==> config.mk <==
export PLATFORM = sky130hd
export DESIGN_NAME = seg_xlate
export DESIGN_NICKNAME = d
export VERILOG_FILES = /design/src/rtl/seg_xlate_pkg.sv /design/src/rtl/seg_desc_addr.sv /design/src/rtl/seg_desc_unpack.sv /design/src/rtl/seg_check.sv /design/src/rtl/seg_xlate.sv
export SDC_FILE = /design/constraint.sdc
export NUM_CORES = 1
export LEC_CHECK = 0
export ABC_AREA = 1
export BUFFER_PORTS_ARGS = -buffer_cell sky130_fd_sc_hd__buf_2
export CORE_MARGIN = 5
export CORE_UTILIZATION = 50
export DETAILED_ROUTE_END_ITERATION = 6
export MAX_ROUTING_LAYER = met4
export PLACE_DENSITY_LB_ADDON = 0.25
export SLEW_MARGIN = 20
export SYNTH_ARGS = -nofsm -noshare
export SYNTH_HDL_FRONTEND = slang
export SYNTH_SLANG_ARGS = --single-unit
==> constraint.sdc <==
create_clock -name clk_i -period 2.8 [get_ports clk_i]
set_input_delay 0.42 -clock clk_i [delete_from_list [all_inputs] [get_ports clk_i]]
set_output_delay 0.42 -clock clk_i [all_outputs]
set_load 0.01 [all_outputs]
==> src/rtl/seg_xlate_pkg.sv <==
package seg_xlate_pkg;
  localparam int ADDR_W     = 32;
  localparam int LIM_W      = 20;
  localparam int GRAN_SHIFT = 12;
  localparam int DESC_W     = 64;
  localparam int LVL_W      = 2;
  localparam int SHORT_W    = 16;

  typedef enum logic [1:0] {ACC_READ = 2'd0, ACC_WRITE = 2'd1, ACC_FETCH = 2'd2, ACC_RSVD = 2'd3} acc_e;
  typedef enum logic [1:0] {RES_OK, RES_GP, RES_PRIV, RES_NP} res_e;
  typedef enum logic [1:0] {S_IDLE, S_FETCH, S_CHECK} state_e;

  typedef struct packed {
    logic [ADDR_W-1:0] base;
    logic [LIM_W-1:0]  limit;
    logic              present;
    logic [LVL_W-1:0]  dpl;
    logic              segment;
    logic              code;
    logic              rw;
    logic              gran;
    logic              wide;
  } desc_t;
endpackage

==> src/rtl/seg_desc_addr.sv <==
module seg_desc_addr
  import seg_xlate_pkg::*;
#(
  parameter int IDX_W = 13
) (
  input  logic [IDX_W+LVL_W:0] sel_i,
  input  logic [ADDR_W-1:0]    gbase_i,
  input  logic [ADDR_W-1:0]    lbase_i,
  output logic [ADDR_W-1:0]    addr_o
);
  localparam int TI_BIT   = LVL_W;
  localparam int ENTRY_SH = 3;

  logic [IDX_W-1:0]  idx;
  logic [ADDR_W-1:0] tbase;

  assign idx    = sel_i[IDX_W+LVL_W:LVL_W+1];
  assign tbase  = sel_i[TI_BIT] ? lbase_i : gbase_i;
  assign addr_o = tbase + (ADDR_W'(idx) << ENTRY_SH);
endmodule

==> src/rtl/seg_desc_unpack.sv <==
module seg_desc_unpack
  import seg_xlate_pkg::*;
(
  input  logic [DESC_W-1:0] raw_i,
  output desc_t             desc_o
);
  logic [7:0] rights;
  logic       unused_bits;

  assign rights      = raw_i[47:40];
  assign unused_bits = ^{raw_i[53:52], rights[2], rights[0]};

  always_comb begin
    desc_o.base    = {raw_i[63:56], raw_i[39:16]};
    desc_o.limit   = {raw_i[51:48], raw_i[15:0]};
    desc_o.present = rights[7];
    desc_o.dpl     = rights[6:5];
    desc_o.segment = rights[4];
    desc_o.code    = rights[3];
    desc_o.rw      = rights[1];
    desc_o.wide    = raw_i[54];
    desc_o.gran    = raw_i[55];
  end
endmodule

==> src/rtl/seg_check.sv <==
module seg_check
  import seg_xlate_pkg::*;
(
  input  desc_t             desc_i,
  input  logic [ADDR_W-1:0] off_i,
  input  acc_e              acc_i,
  input  logic [LVL_W-1:0]  cpl_i,
  input  logic [LVL_W-1:0]  rpl_i,
  output res_e              res_o,
  output logic [ADDR_W-1:0] lin_o
);
  logic [ADDR_W-1:0] off_eff;
  logic [ADDR_W-1:0] lim_eff;
  logic [LVL_W-1:0]  eff_lvl;
  logic              type_bad;
  logic              over;

  assign off_eff = desc_i.wide ? off_i : {{(ADDR_W-SHORT_W){1'b0}}, off_i[SHORT_W-1:0]};
  assign lim_eff = desc_i.gran ? ADDR_W'({desc_i.limit, {GRAN_SHIFT{1'b1}}})
                               : ADDR_W'(desc_i.limit);
  assign eff_lvl = (cpl_i > rpl_i) ? cpl_i : rpl_i;
  assign over    = off_eff > lim_eff;
  assign lin_o   = desc_i.base + off_eff;

  always_comb begin
    if (!desc_i.segment) type_bad = 1'b1;
    else begin
      unique case (acc_i)
        ACC_READ:  type_bad = desc_i.code && !desc_i.rw;
        ACC_WRITE: type_bad = desc_i.code || !desc_i.rw;
        ACC_FETCH: type_bad = !desc_i.code;
        default:   type_bad = 1'b1;
      endcase
    end
  end

  always_comb begin
    if (!desc_i.present)           res_o = RES_NP;
    else if (eff_lvl > desc_i.dpl) res_o = RES_PRIV;
    else if (over || type_bad)     res_o = RES_GP;
    else                           res_o = RES_OK;
  end
endmodule

==> src/rtl/seg_xlate.sv <==
module seg_xlate
  import seg_xlate_pkg::*;
#(
  parameter int IDX_W    = 13,
  parameter bit CACHE_EN = 1'b1
) (
  input  logic              clk_i,
  input  logic              rst_ni,
  input  logic              tbl_we_i,
  input  logic              tbl_local_i,
  input  logic [31:0]       tbl_base_i,
  input  logic              req_i,
  input  logic [15:0]       sel_i,
  input  logic [31:0]       off_i,
  input  logic [1:0]        acc_i,
  input  logic [1:0]        cpl_i,
  output logic              busy_o,
  output logic              mem_req_o,
  output logic [31:0]       mem_addr_o,
  input  logic              mem_valid_i,
  input  logic [63:0]       mem_data_i,
  output logic [31:0]       lin_o,
  output logic              done_o,
  output logic              gp_fault_o,
  output logic              priv_fault_o,
  output logic              np_fault_o
);
  localparam int SEL_W = IDX_W + 1 + LVL_W;

  state_e            state_q;
  logic [ADDR_W-1:0] gbase_q, lbase_q;
  logic [ADDR_W-1:0] daddr_w, daddr_q;
  logic [ADDR_W-1:0] off_q;
  acc_e              acc_q;
  logic [LVL_W-1:0]  cpl_q, rpl_q;
  logic [DESC_W-1:0] raw_q;
  logic              hit_w;
  desc_t             desc_w;
  res_e              res_w;
  logic [ADDR_W-1:0] lin_w;
  logic [ADDR_W-1:0] lin_q;
  logic              done_q, gp_q, priv_q, np_q;

  always_ff @(posedge clk_i or negedge rst_ni) begin
    if (!rst_ni) begin
      gbase_q <= '0;
      lbase_q <= '0;
    end else if (tbl_we_i) begin
      if (tbl_local_i) lbase_q <= tbl_base_i;
      else             gbase_q <= tbl_base_i;
    end
  end

  seg_desc_addr #(.IDX_W(IDX_W)) u_addr (
    .sel_i  (sel_i[SEL_W-1:0]),
    .gbase_i(gbase_q),
    .lbase_i(lbase_q),
    .addr_o (daddr_w)
  );

  generate
    if (CACHE_EN) begin : g_cache
      logic              cvalid_q;
      logic [ADDR_W-1:0] ctag_q;
      always_ff @(posedge clk_i or negedge rst_ni) begin
        if (!rst_ni) begin
          cvalid_q <= 1'b0;
          ctag_q   <= '0;
        end else if (tbl_we_i) begin
          cvalid_q <= 1'b0;
        end else if (state_q == S_FETCH && mem_valid_i) begin
          cvalid_q <= 1'b1;
          ctag_q   <= daddr_q;
        end
      end
      assign hit_w = cvalid_q && (ctag_q == daddr_w);
    end else begin : g_nocache
      assign hit_w = 1'b0;
    end
  endgenerate

  always_ff @(posedge clk_i or negedge rst_ni) begin
    if (!rst_ni) begin
      state_q <= S_IDLE;
      daddr_q <= '0;
      off_q   <= '0;
      acc_q   <= ACC_READ;
      cpl_q   <= '0;
      rpl_q   <= '0;
      raw_q   <= '0;
      lin_q   <= '0;
      done_q  <= 1'b0;
      gp_q    <= 1'b0;
      priv_q  <= 1'b0;
      np_q    <= 1'b0;
    end else begin
      done_q <= 1'b0;
      gp_q   <= 1'b0;
      priv_q <= 1'b0;
      np_q   <= 1'b0;
      unique case (state_q)
        S_IDLE: if (req_i) begin
          daddr_q <= daddr_w;
          off_q   <= off_i;
          acc_q   <= acc_e'(acc_i);
          cpl_q   <= cpl_i;
          rpl_q   <= sel_i[LVL_W-1:0];
          state_q <= hit_w ? S_CHECK : S_FETCH;
        end
        S_FETCH: if (mem_valid_i) begin
          raw_q   <= mem_data_i;
          state_q <= S_CHECK;
        end
        S_CHECK: begin
          unique case (res_w)
            RES_OK:   begin done_q <= 1'b1; lin_q <= lin_w; end
            RES_GP:   gp_q   <= 1'b1;
            RES_PRIV: priv_q <= 1'b1;
            RES_NP:   np_q   <= 1'b1;
          endcase
          state_q <= S_IDLE;
        end
        default: state_q <= S_IDLE;
      endcase
    end
  end

  seg_desc_unpack u_unpack (
    .raw_i (raw_q),
    .desc_o(desc_w)
  );

  seg_check u_check (
    .desc_i(desc_w),
    .off_i (off_q),
    .acc_i (acc_q),
    .cpl_i (cpl_q),
    .rpl_i (rpl_q),
    .res_o (res_w),
    .lin_o (lin_w)
  );

  assign busy_o       = (state_q != S_IDLE);
  assign mem_req_o    = (state_q == S_FETCH);
  assign mem_addr_o   = daddr_q;
  assign lin_o        = lin_q;
  assign done_o       = done_q;
  assign gp_fault_o   = gp_q;
  assign priv_fault_o = priv_q;
  assign np_fault_o   = np_q;

  logic any_res;
  assign any_res = done_q | gp_q | priv_q | np_q;

  a_r11_req_hold: assert property (@(posedge clk_i) disable iff (!rst_ni)
    mem_req_o && !mem_valid_i |=> mem_req_o && $stable(mem_addr_o));
  a_r10_one_cycle: assert property (@(posedge clk_i) disable iff (!rst_ni)
    any_res |=> !any_res);
  a_r10_onehot: assert property (@(posedge clk_i) disable iff (!rst_ni)
    $onehot0({done_q, gp_q, priv_q, np_q}));
  a_r10_busy_freeze: assert property (@(posedge clk_i) disable iff (!rst_ni)
    busy_o |=> $stable(off_q) && $stable(daddr_q));
  a_r12_hit_no_fetch: assert property (@(posedge clk_i) disable iff (!rst_ni)
    (state_q == S_IDLE && req_i && hit_w) |=> !mem_req_o);
  a_r9_np_first: assert property (@(posedge clk_i) disable iff (!rst_ni)
    (state_q == S_CHECK && !desc_w.present) |=> np_fault_o);
  a_r8_priv_ok: assert property (@(posedge clk_i) disable iff (!rst_ni)
    (state_q == S_CHECK && res_w == RES_OK) |-> (cpl_q <= desc_w.dpl && rpl_q <= desc_w.dpl));
endmodule

==> results of run 1 <==
[power by group]
group / switching (uW) / total [uW] / internal, uW
Clock: 1580 / 3820 / 2240
Sequential: 1080 / 6300 / 5220
Combinational: 5230 / 8690 / 3470
Total: 7890 / 18800 / 10900
[sequential cells by signal, summed over array words and instances (netlist names)]
signal            cells
rpl_q                 2
state_q               2
raw_q                60
np_fault_o            1
cpl_q                 2
lbase_q              32
gbase_q              32
gp_fault_o            1
g_cache.ctag_q       32
g_cache.cvalid_q      1
acc_q                 2
off_q                32
lin_o                32
done_o                1
mem_addr_o           32
priv_fault_o          1
[final cells by class]
class	instances	area, um2	share of cell area
Sequential cell	265	6630	0.356
Inverter	191	729	0.0391
Tap cell	390	488	0.0262
Timing Repair Buffer	349	2240	0.120
Clock buffer	40	787	0.0422
Multi-Input combinational cell	1474	7620	0.409
Clock inverter	13	154	0.00825
[Yosys cell counts (2+ instances only)]
cell	count
sky130_fd_sc_hd__nor2_1	125
sky130_fd_sc_hd__o21bai_1	3
sky130_fd_sc_hd__nand4_1	16
sky130_fd_sc_hd__mux2i_1	8
sky130_fd_sc_hd__and2_1	2
sky130_fd_sc_hd__nor4_1	5
sky130_fd_sc_hd__nand2_2	12
sky130_fd_sc_hd__buf_1	4
sky130_fd_sc_hd__o211ai_1	2
sky130_fd_sc_hd__a31oi_1	12
sky130_fd_sc_hd__xnor3_1	2
sky130_fd_sc_hd__nor3b_1	2
sky130_fd_sc_hd__a21oi_1	80
sky130_fd_sc_hd__o21ai_0	162
sky130_fd_sc_hd__a21o_1	3
sky130_fd_sc_hd__dfrtp_1	265
sky130_fd_sc_hd__ha_1	81
sky130_fd_sc_hd__mux2_2	12
sky130_fd_sc_hd__o21a_1	3
sky130_fd_sc_hd__nand3b_1	7
sky130_fd_sc_hd__xnor2_1	14
sky130_fd_sc_hd__clkbuf_1	56
sky130_fd_sc_hd__nand2_1	775
sky130_fd_sc_hd__nor3_1	9
sky130_fd_sc_hd__nand3_2	2
sky130_fd_sc_hd__nand3_1	74
sky130_fd_sc_hd__xor2_1	22
sky130_fd_sc_hd__fa_1	2
sky130_fd_sc_hd__nor2_2	5
sky130_fd_sc_hd__buf_6	4
sky130_fd_sc_hd__o21ai_2	7
sky130_fd_sc_hd__or2_2	5
sky130_fd_sc_hd__o31ai_1	2
sky130_fd_sc_hd__inv_1	190
sky130_fd_sc_hd__o21ai_1	6
[worst reg2reg max path, cell delays in order, from the launching register on]
cell and delay [ns]:
sky130_fd_sc_hd__dfrtp_1 0.40, sky130_fd_sc_hd__buf_12 0.17, sky130_fd_sc_hd__mux2i_1 0.17, sky130_fd_sc_hd__ha_1 0.32
sky130_fd_sc_hd__nand4_1 0.10, sky130_fd_sc_hd__inv_1 0.08, sky130_fd_sc_hd__nand4_1 0.15, sky130_fd_sc_hd__nor4_2 0.26
sky130_fd_sc_hd__buf_4 0.17, sky130_fd_sc_hd__nand2_1 0.05, sky130_fd_sc_hd__nand2_2 0.12, sky130_fd_sc_hd__nand3_4 0.23
sky130_fd_sc_hd__clkbuf_16 0.28, sky130_fd_sc_hd__nand2_1 0.07, sky130_fd_sc_hd__o21ai_0 0.07
[per-layer routing]
layer	share of wire	GRT usage	wire [um]	vias to the layer above
li1	-	-	-	7029
met1	0.42	0.318	18100	6476
met2	0.50	0.435	21500	347
met3	0.046	0.0280	1980	73
met4	0.027	0.0596	1140	0
met5	0	-	0	-
[metrics by stage]
step / instances / util / setup WS, ns / TNS [ns] / hold slack, ns
floorplan: 1996 / - / -0.0190 / -0.0190 / 0.124
global placement: 2658 / 0.586 / -0.407 / -0.789 / 0.401
detailed placement: 2658 / 0.586 / -0.462 / -0.993 / 0.410
CTS: 2712 / 0.618 / 0.0111 / 0 / 0.0427
global route: 2722 / 0.629 / -0.0558 / -0.989 / 0.0539
finish: 2722 / 0.629 / 0.0413 / 0 / 0.0573
[repair_timing]
item | 4_1_cts | 5_1_grt
cloned | 0 | 6
resized for setup | 4 | 48
endpoints found under the hold margin | 61 | 0
hold buffers | 1 | 0
setup buffers | 0 | 4
setup endpoints to repair | 2 | 35
pin swaps | 0 | 14
[cell families after synthesis]
family          count (synthesis)  synth area share
fa+ha+maj                      83            0.0701
buf+inv                       257            0.0665
mux                            20            0.0143
compound gates                292             0.105
flops                         265             0.441
simple gates                 1041             0.278
xor+xnor                       38            0.0240
[how the worst max path moves through the flow]
stage / startpoint / slack [ns] / end
floorplan: sel_i[2] / -0.02 / state_q[0]
global placement: sel_i[2] / -0.41 / state_q[0]
detailed placement: sel_i[2] / -0.46 / state_q[0]
CTS: lbase_q[4] / 0.01 / state_q[0]
global route: raw_q[55] / -0.06 / lin_o[19]
finish: raw_q[55] / 0.04 / lin_o[17]
==> reports/results.txt, run 1 <==
The run finished with clean final reports. For the cell area reported after detailed placement, the log shows 17400 um2. In this run the vertical extent of the chip is 183 um. The share of synthesized registers carrying an async set or reset was 1.00. For this run, design rule violations remaining after detail routing come to 0. Summed over all cells, the static leakage comes to 0.0101 uW. The routed via count divided by cell count works out to 5.12.

STA classifies the critical path startpoint as a flop. Counting every net in the synthesized netlist gives 2233. The global-route usage over all layers was 0.251; the sequential element share of the synthesized area was 0.441. The repair_antennas step left the layout with diodes totalling 0. Setup repair after global routing could not meet its margin everywhere. The worst voltage drop across the vdd grid is 0.000575 V, and the unique cell type count in the Yosys netlist is 52. Sorting the synthesized cells by area gives the leading types as sky130_fd_sc_hd__dfrtp_1, sky130_fd_sc_hd__nand2_1, sky130_fd_sc_hd__ha_1.

The final worst-path cycle share came out at 0.985. After the first detailed-routing iteration, the DRC count stood at 773. The setup check on the worst reg-to-reg path leaves a slack of 0.04 ns.

The signal on the critical path passes through buf_12, mux2i_1, ha_1, nand4_1, inv_1, nand4_1, nor4_2, buf_4, nand2_1, nand2_2, nand3_4, clkbuf_16, nand2_1, o21ai_0. The maximum clock path buffer count is 3. The filler cells instantiated in the layout total 2760. Routability-driven placement finished with a final weighted congestion of 0.877. Counting flops with a built-in enable in the synthesized netlist gives 0.

Number of buffers created by CTS: 29. The fraction of synthesized cell area taken by the top area cell type came out at 0.441. The most frequent standard cell in the layout excluding fill and tap cells was sky130_fd_sc_hd__nand2_1.

The clock period minus worst slack is 2.76 ns. At the worst endpoint, the required time is 3.23 ns. sky130_fd_sc_hd__dfrtp_1 takes more of the synthesized area than any other cell. The pin count of the biggest net entering global routing is 76. In this run the critical register-to-register path is launched from raw_q[55]. TritonCTS built the clock tree. The worst hold path begins at mem_data_i[8]. For this run, the leading register cell type out of synthesis is sky130_fd_sc_hd__dfrtp_1. Each instance of the synthesized netlist takes up on average 7.53 um2. Along the worst path, the maximum fanout reaches 23.

The worst path buffer plus inverter count came out at 4. After technology mapping, the gate count stands at 1996. Derived from the worst setup path, the maximum achievable clock frequency is 362 MHz. In this design, the largest share of critical-path delay is due to simple AND/OR/NAND/NOR gates. The root buffer cell was sky130_fd_sc_hd__clkbuf_16. The worst register-to-register path has a depth of 14.

The area overhead of the layout relative to synthesis works out to 24.1%. Counting buffers and inverters, the worst setup path is 14 cells deep. The net total in the final layout is 2547, and the HPWL after detailed placement is 31900 um.

Number of global-route vias before repair: 13500. The die covers 33600 um2. The deepest level of the CTS H-tree is 1, and the x dimension of the die is 183 um. The number of antenna violations at the first check in global routing is 0. The tools report the end point of the most critical hold path as raw_q[8]. The end of the worst register-to-register path is lin_o[17]. For this run, the detailed router's first-pass iteration total came to 5.

The logs give 0 for the number of setup violations in the final report and 15000 um2 for the mapped cell area. The measured slew at the worst slew-check pin is 0.794 ns. STA puts the critical path data arrival time at 3.19 ns. The clock net sink count is 265, and the effective utilization at floorplan is 0.507.

Worst slew margin relative to its limit: 0.471. In this design, the stage delay of the slowest critical-path cell is 0.40 ns. For the number of pins with negative max-slew slack in the final report, the log shows 0. The completed layout was analyzed and its total power is 18800 uW.

The flip-flop and latch count after synthesis works out to 265. The tools report the post-route antenna net violation count as 0. Once layout is done, the placed cells without fillers occupy 18700 um2. The later pin in the worst-skew pair is clocked with a latency of 0.55 ns. The min-delay analysis places its worst path in the category input pin to flop. Clock skew on the completed layout was measured at 0.00829 ns.

The floorplan has 63 rows. Power spread over the standard cell area amounts to 1010 nW/um2. The logs give 0 for the final number of hold-violating endpoints and 29600 um2 for the core area. The tools report the global-route wire length before repair as 67200 um. STA classifies the critical path endpoint as a flop.

The top-level port count is 224, and the number of max-cap violations is 0. The layout cell share with drive strength beyond 1 was 0.211. The library cells used most frequently in the layout, excluding fill and tap cells, are sky130_fd_sc_hd__nand2_1, sky130_fd_sc_hd__dfrtp_1, sky130_fd_sc_hd__buf_2.

The count of buffers from port buffering was 219. The number of cells on the worst hold path works out to 3. After clock tree synthesis, the clock-pin slew on the worst setup and hold paths is 0.06 ns. The tools report the number of vias in the routed layout as 13900.

The worst-path cell with the longest stage delay was sky130_fd_sc_hd__dfrtp_1. The type of the worst setup path is flop to flop. The yosys synthesis warning count was 0; the total wire length after detailed routing was 42700 um. In the final routed layout, each cell accounts on average for 15.7 um.

The tools report the leftover overflow at the end of global routing as 0.
No activity file was read; power rests on OpenSTA's default activity.
==> run 2, diff against run 1 <==
==> constraint.sdc (replaced) <==
create_clock -name clk_i -period 2.8 [get_ports clk_i]
set_input_delay 0.28 -clock clk_i [delete_from_list [all_inputs] [get_ports clk_i]]
set_output_delay 0.28 -clock clk_i [all_outputs]
set_load 0.01 [all_outputs]
==> reports/results.txt, run 2 (synthesis results as in run 1) <==
The logs give -0.0891 ns (was 0.0413 ns) for the slack of the critical path and 2654 (was 2658) for the cell count after placement. The final reports fail on negative setup slack. The number of rows created at floorplan is 63 (unchanged), and the critical-path maximum fanout is 8 (was 23).

Clock transition time at the flip-flop clock pins of the worst setup and hold paths: 0.07 ns (was 0.06 ns). The final worst-path cycle share works out to 1.03 (was 0.985). The run gives 32 (was 0) as the number of setup violations in the final report.

The global-route usage over all layers was 0.268 (was 0.251). The post-route cell area is 20200 um2 (was 18700 um2), and the chip height is 183 um (unchanged). The deepest level of the CTS H-tree was 1 (unchanged). The clock net sink count is 265 (unchanged). Layout cell share with drive strength beyond 1: 0.220 (was 0.211). The power density normalized to cell area works out to 961 nW/um2 (was 1010 nW/um2).

The number of flip-flops in the largest register is 60 (unchanged), and the clock latency reported for the late side of the worst-skew pair is 0.57 ns (was 0.55 ns). The run finished, with violations left. The maximum single-stage delay on the critical path works out to 0.43 ns (was 0.40 ns).

The most frequent standard cell in the layout excluding fill and tap cells was sky130_fd_sc_hd__nand2_1 (unchanged). The number of global-route vias before repair came out at 14800 (was 13500). The maximum operating frequency is 346 MHz (was 362 MHz). The area overhead of the layout relative to synthesis is 34.6% (was 24.1%), and the number of pins with negative max-slew slack in the final report is 0 (unchanged). The root buffer cell was sky130_fd_sc_hd__clkbuf_16 (unchanged). The leakage power figure came out at 0.0108 uW (was 0.0101 uW). The tools report the number of antenna violations at the first check in global routing as 1 (was 0).

The clock period minus worst slack came out at 2.89 ns (was 2.76 ns). The DRC marker count from the first detailed-route iteration is 1009 (was 773). The worst voltage drop across the vdd grid came out at 0.000533 V (was 0.000575 V). The cell area reported after detailed placement came out at 17300 um2 (was 17400 um2).

Register name with the most flops: raw_q (unchanged). The global placement routability congestion is 0.932 (was 0.877), and the number of vias in the routed layout is 14900 (was 13900). TritonCTS built the clock tree.

The critical register-to-register path startpoint was raw_q[55] (unchanged). For the number of fillers in the final layout, the log shows 2412 (was 2760). For the leftover overflow at the end of global routing, the log shows 0 (unchanged). The element type at the critical path start was a flop (unchanged). The run gives 31900 um (about the same) as the HPWL after detailed placement. The measured slew at the worst slew-check pin works out to 0.764 ns (was 0.794 ns).

The minimum hold slack was 0.0416 ns (was 0.0573 ns). The maximum clock path buffer count was 3 (unchanged). The tools report the startpoint of the lowest-slack hold path as mem_valid_i (was mem_data_i[8]). The run gives 0.507 (unchanged) as the effective utilization at floorplan. The tools report the launch point of the critical path as raw_q[55] (unchanged). The type of the worst setup path was flop to flop (unchanged). The run gives 5 (unchanged) as the number of detailed-route iterations in the first pass. Setup repair after global routing could not meet its margin everywhere. The tools report the global-route wire length before repair as 72100 um (was 67200 um).

For the number of max-cap violations, the log shows 0 (unchanged). The run gives 0.682 (was 0.629) as the share of the core filled with cells. The die area is 33600 um2 (unchanged), and the post-route antenna net violation count is 0 (unchanged).

Worst slew margin relative to its limit: 0.491 (was 0.471). The average wire length per cell after detail routing came out at 16.2 um (was 15.7 um). For the top-level port count, the log shows 224 (unchanged). The number of buffers created by CTS came out at 29 (unchanged). The count of buffers from port buffering is 219 (unchanged). The count of placed standard cells in the final layout, fillers left out is 2862 (was 2722). The critical path capture point type was a flop (unchanged).

Cells along the critical path: buf_12, buf_6, mux2i_2, ha_1, a21oi_2, o21ai_1, nand4_1, a31oi_1, nor3_1, nand3_1, nand2_2, nand3_4, clkbuf_16, buf_8, nand2_2, o21ai_1 (was buf_12, mux2i_1, ha_1, nand4_1, inv_1, nand4_1, nor4_2, buf_4, nand2_1, nand2_2, nand3_4, clkbuf_16, nand2_1, o21ai_0). The run gives 0.0172 ns (was 0.00829 ns) as the maximum clock skew at final layout. The x dimension of the die was 183 um (unchanged). The final number of hold-violating endpoints was 0 (unchanged). The total wire length after detailed routing is 46400 um (was 42700 um). Worst-path cell with the longest stage delay: sky130_fd_sc_hd__dfrtp_2 (was sky130_fd_sc_hd__dfrtp_1).

The run gives 76 (unchanged) as the pin count of the biggest net entering global routing. The routed via count divided by cell count is 5.20 (was 5.12), and the number of DRC violations after detailed routing is 0 (unchanged). Net total in the final layout: 2684 (was 2547).

The path class of the lowest-slack min-delay path was input pin to flop (unchanged). For the endpoint arrival time on the critical path, the log shows 3.33 ns (was 3.19 ns). The run gives 3.24 ns (was 3.23 ns) as the endpoint required time on the critical path. The run gives 29600 um2 (unchanged) as the core area. Most used cells in the layout excluding fill and tap cells: sky130_fd_sc_hd__nand2_1, sky130_fd_sc_hd__dfrtp_1, sky130_fd_sc_hd__buf_2 (unchanged).
-- run 2: through the flow --
| step | setup slack [ns] | power [uW] | setup TNS, ns |
|---|---|---|---|
| after floorplan | 0.0380 | 11700 | 0 |
| after global placement | -0.227 | 14400 | -0.408 |
| after detailed placement | -0.306 | 14700 | -0.554 |
| after CTS | 0.00232 | 18800 | 0 |
| after global routing | -0.200 | 20900 | -4.02 |
| final | -0.0891 | 19400 | -1.60 |
-- run 2: worst paths after layout --
kind / end / slack, ns / cells after the start
min reg2reg: np_fault_o / 0.44 / 1
min: state_q[0] / 0.04 / 4
max: lin_o[9] / -0.09 / 16
min in group asynchronous: raw_q[20] / 0.26 / 2
max reg2reg: lin_o[9] / -0.09 / 16
max in group asynchronous: gbase_q[31] / 1.61 / 3
-- run 2: repair_timing --
action                                  in CTS  in global routing
hold endpoints to repair                   222                  0
setup buffers                                1                 13
hold buffers                               131                  0
pin swaps                                    3                 31
resized for setup                           11                129
endpoints found under the setup margin       2                 30
gates cloned                                 0                  7
-- run 2: critical path: cells and delay by family, from the launching register on --
| kind | cells | cell delay [ns] |
|---|---|---|
| buffers and inverters | 4 | 0.64 |
| adders and majority gates | 1 | 0.33 |
| muxes | 1 | 0.14 |
| AOI/OAI and AO/OA | 4 | 0.40 |
| DFF | 1 | 0.43 |
| and+or+nand+nor | 6 | 0.85 |
-- run 2: per-layer routing --
layer,wire length (um),GRT usage,up-vias
li1,-,-,7286
met3,2390,0.0305,143
met5,0,-,-
met2,23100,0.462,479
met1,18700,0.326,6964
met4,2210,0.101,0
-- run 2: layout make-up --
type                    count  area (um2)  share of cell area
multi-input cells        1474        7730               0.382
flip-flops and latches    265        6630               0.328
repair buffers            486        3690               0.182
clock buffers              37         796              0.0393
inverters                 191         729              0.0361
well taps                 390         488              0.0241
clock inverters            17         151             0.00749
diodes                      2        5.00            0.000247
-- run 2: power by group --
part | switching, uW | leakage (uW) | internal, uW
clock | 1660 | 0.000472 | 2200
combinational | 5520 | 0.00702 | 3720
sequential | 1130 | 0.00330 | 5220
==> run 3, diff against run 2 <==
Settings changed: REMOVE_ABC_BUFFERS from default to 1.
==> reports/results.txt, run 3 (synthesis results as in run 1) <==
The flow ran to the end, and the final reports show no timing, DRC or antenna violations. The pin count of the biggest net entering global routing is 77 (was 76). The logs give 14400 (was 14800) for the number of global-route vias before repair and 71400 um (was 72100 um) for the global-route wire length before repair. TritonCTS built the clock tree. The run gives 0.507 (unchanged) as the effective utilization at floorplan. The logs give 33600 um2 (unchanged) for the die area and 2659 (was 2684) for the net total in the final layout.

The deepest level of the CTS H-tree was 1 (unchanged); the maximum clock skew at final layout was 0.00782 ns (was 0.0172 ns). The tools report the critical path capture point type as a flop (unchanged). Routed via count divided by cell count: 5.11 (was 5.20).

The number of DRC violations after detailed routing is 0 (unchanged), and the number of setup violations in the final report is 0 (was 32). The type of the worst setup path was flop to flop (unchanged). The tools report the endpoint required time on the critical path as 3.25 ns (was 3.24 ns).

The tools report the total wire length after detailed routing as 44500 um (was 46400 um). The tools report the area used by sequential logic in the layout as 6630 um2 (unchanged). Most used cells in the layout excluding fill and tap cells: sky130_fd_sc_hd__nand2_1, sky130_fd_sc_hd__dfrtp_1, sky130_fd_sc_hd__buf_2 (unchanged).

The number of flip-flops in the largest register came out at 60 (unchanged). The area used by multi-input combinational logic is 7470 um2 (was 7730 um2), and the measured slew at the worst slew-check pin is 1.02 ns (was 0.764 ns). The most frequent standard cell in the layout excluding fill and tap cells was sky130_fd_sc_hd__nand2_1 (unchanged). Number of vias in the routed layout: 14500 (was 14900). The layout cell share with drive strength beyond 1 was 0.184 (was 0.220); the number of max-cap violations was 0 (unchanged). For the top-level port count, the log shows 224 (unchanged).

The number of cells on the worst hold path is 3 (was 4), and the worst slack at placement is -0.271 ns (was -0.306 ns). The tools report the HPWL after detailed placement as 31700 um (was 31900 um). The tools report the element type at the critical path start as a flop (unchanged). Chip height: 183 um (unchanged). The slack of the critical path is 0.0413 ns (was -0.0891 ns). The clock period minus worst slack was 2.76 ns (was 2.89 ns). The leakage power figure was 0.0106 uW (was 0.0108 uW); the number of rows created at floorplan was 63 (unchanged).

Path depth of the worst reg2reg path: 21 (was 16). The area overhead of the layout relative to synthesis works out to 30.8% (was 34.6%). The register name with the most flops is raw_q (unchanged). The logs give 0 (unchanged) for the number of pins with negative max-slew slack in the final report and 30 (was 29) for the number of buffers created by CTS. The count of buffers from port buffering was 219 (unchanged); the number of antenna violations at the first check in global routing was 2 (was 1). The final worst-path cycle share was 0.985 (was 1.03). For the maximum operating frequency, the log shows 362 MHz (was 346 MHz). The number of detailed-route iterations in the first pass was 5 (unchanged). The path class of the lowest-slack min-delay path is input pin to flop (unchanged). The post-route antenna net violation count is 0 (unchanged). Setup repair after global routing could not meet its margin everywhere. The power density normalized to cell area works out to 966 nW/um2 (was 961 nW/um2). The clock transition time at the flip-flop clock pins of the worst setup and hold paths was 0.06 ns (was 0.07 ns); the global-route usage over all layers was 0.268 (about the same). The endpoint arrival time on the critical path was 3.21 ns (was 3.33 ns); the core area was 29600 um2 (unchanged). The tools report the clock latency reported for the late side of the worst-skew pair as 0.56 ns (was 0.57 ns). The worst voltage drop across the vdd grid was 0.000527 V (was 0.000533 V). The number of fillers in the final layout was 2556 (was 2412); the maximum clock path buffer count was 3 (unchanged). The final number of hold-violating endpoints is 0 (unchanged), and the leftover overflow at the end of global routing is 0 (unchanged). For the clock net sink count, the log shows 265 (unchanged).

The x dimension of the die is 183 um (unchanged). The cell count after placement came out at 2647 (was 2654). The root buffer cell was sky130_fd_sc_hd__clkbuf_16 (unchanged). The average wire length per cell after detail routing is 15.7 um (was 16.2 um), and the share of the core filled with cells is 0.663 (was 0.682).

Count of placed standard cells in the final layout, fillers left out: 2838 (was 2862). The critical-path maximum fanout is 3 (was 8), and the DRC marker count from the first detailed-route iteration is 775 (was 1009). The worst slew margin relative to its limit was 0.317 (was 0.491); the global placement routability congestion was 0.932 (about the same).
## run 3: area by class of cell
type                            count  area share
Tap cell                          390      0.0248
Inverter                          191      0.0365
Multi-Input combinational cell   1474       0.380
Clock buffer                       41      0.0434
Sequential cell                   265       0.337
Clock inverter                     12     0.00726
Timing Repair Buffer              460       0.170
Antenna cell                        5    0.000637
## run 3: path summary, 6_finish.rpt
| check | startpoint | endpoint | slack, ns |
|---|---|---|---|
| worst max register to register | lbase_q[4] | state_q[0] | 0.04 |
| worst min-delay path | tbl_base_i[4] | gbase_q[4] | 0.02 |
| min in group asynchronous | rst_ni | raw_q[61] | 0.27 |
| worst max-delay path | lbase_q[4] | state_q[0] | 0.04 |
| worst min register to register | raw_q[47] | np_fault_o | 0.44 |
| max in group asynchronous | rst_ni | gbase_q[29] | 1.57 |
## run 3: what timing repair did
item | CTS | global route
buffers inserted | 0 | 3
hold endpoints to repair | 219 | 0
pin swaps | 2 | 1
setup endpoints to repair | 16 | 33
resized for setup | 7 | 12
hold buffers | 130 | 0
## run 3: where the power goes
part | switching (uW) | internal (uW) | total [uW]
clock | 1570 | 2390 | 3960
combinational | 5230 | 3510 | 8740
sequential | 1060 | 5230 | 6290
## run 3: metrics by stage
| stage | hold slack, ns | total power [uW] | TNS (ns) | area [um2] |
|---|---|---|---|---|
| global placement | 0.274 | 14500 | -0.450 | 17300 |
| CTS | 0.00266 | 19000 | 0 | 19600 |
| global route | 0.0370 | 20500 | -0.495 | 19600 |
| floorplan | -0.0156 | 11600 | -85.85 | 14700 |
| finish | 0.0240 | 19000 | 0 | 19700 |
| detailed placement | 0.280 | 14800 | -0.509 | 17300 |
## run 3: per-layer routing
metal	global-route usage	vias up	share of wire
li1	-	7232	-
met1	0.327	6737	0.42
met2	0.462	409	0.49
met3	0.0373	116	0.049
met4	0.0846	0	0.037
met5	-	-	0
## run 3: worst max-delay path, cell delays in order (launching register included)
cell and delay [ns]:
sky130_fd_sc_hd__dfrtp_1 0.37, sky130_fd_sc_hd__or2_2 0.30, sky130_fd_sc_hd__o21ai_2 0.09, sky130_fd_sc_hd__inv_1 0.06, sky130_fd_sc_hd__ha_1 0.29, sky130_fd_sc_hd__nand3_1 0.11
sky130_fd_sc_hd__nand2_1 0.09, sky130_fd_sc_hd__nand2_1 0.09, sky130_fd_sc_hd__nand2_1 0.09, sky130_fd_sc_hd__buf_4 0.15, sky130_fd_sc_hd__nand2_1 0.06, sky130_fd_sc_hd__nand2_1 0.08
sky130_fd_sc_hd__inv_1 0.08, sky130_fd_sc_hd__nand2_1 0.07, sky130_fd_sc_hd__nand3_1 0.07, sky130_fd_sc_hd__nand4_1 0.09, sky130_fd_sc_hd__nor2_1 0.15, sky130_fd_sc_hd__nand2_1 0.09
sky130_fd_sc_hd__nor2_1 0.10, sky130_fd_sc_hd__nand2_1 0.11, sky130_fd_sc_hd__nand2_1 0.07, sky130_fd_sc_hd__nand2_1 0.05
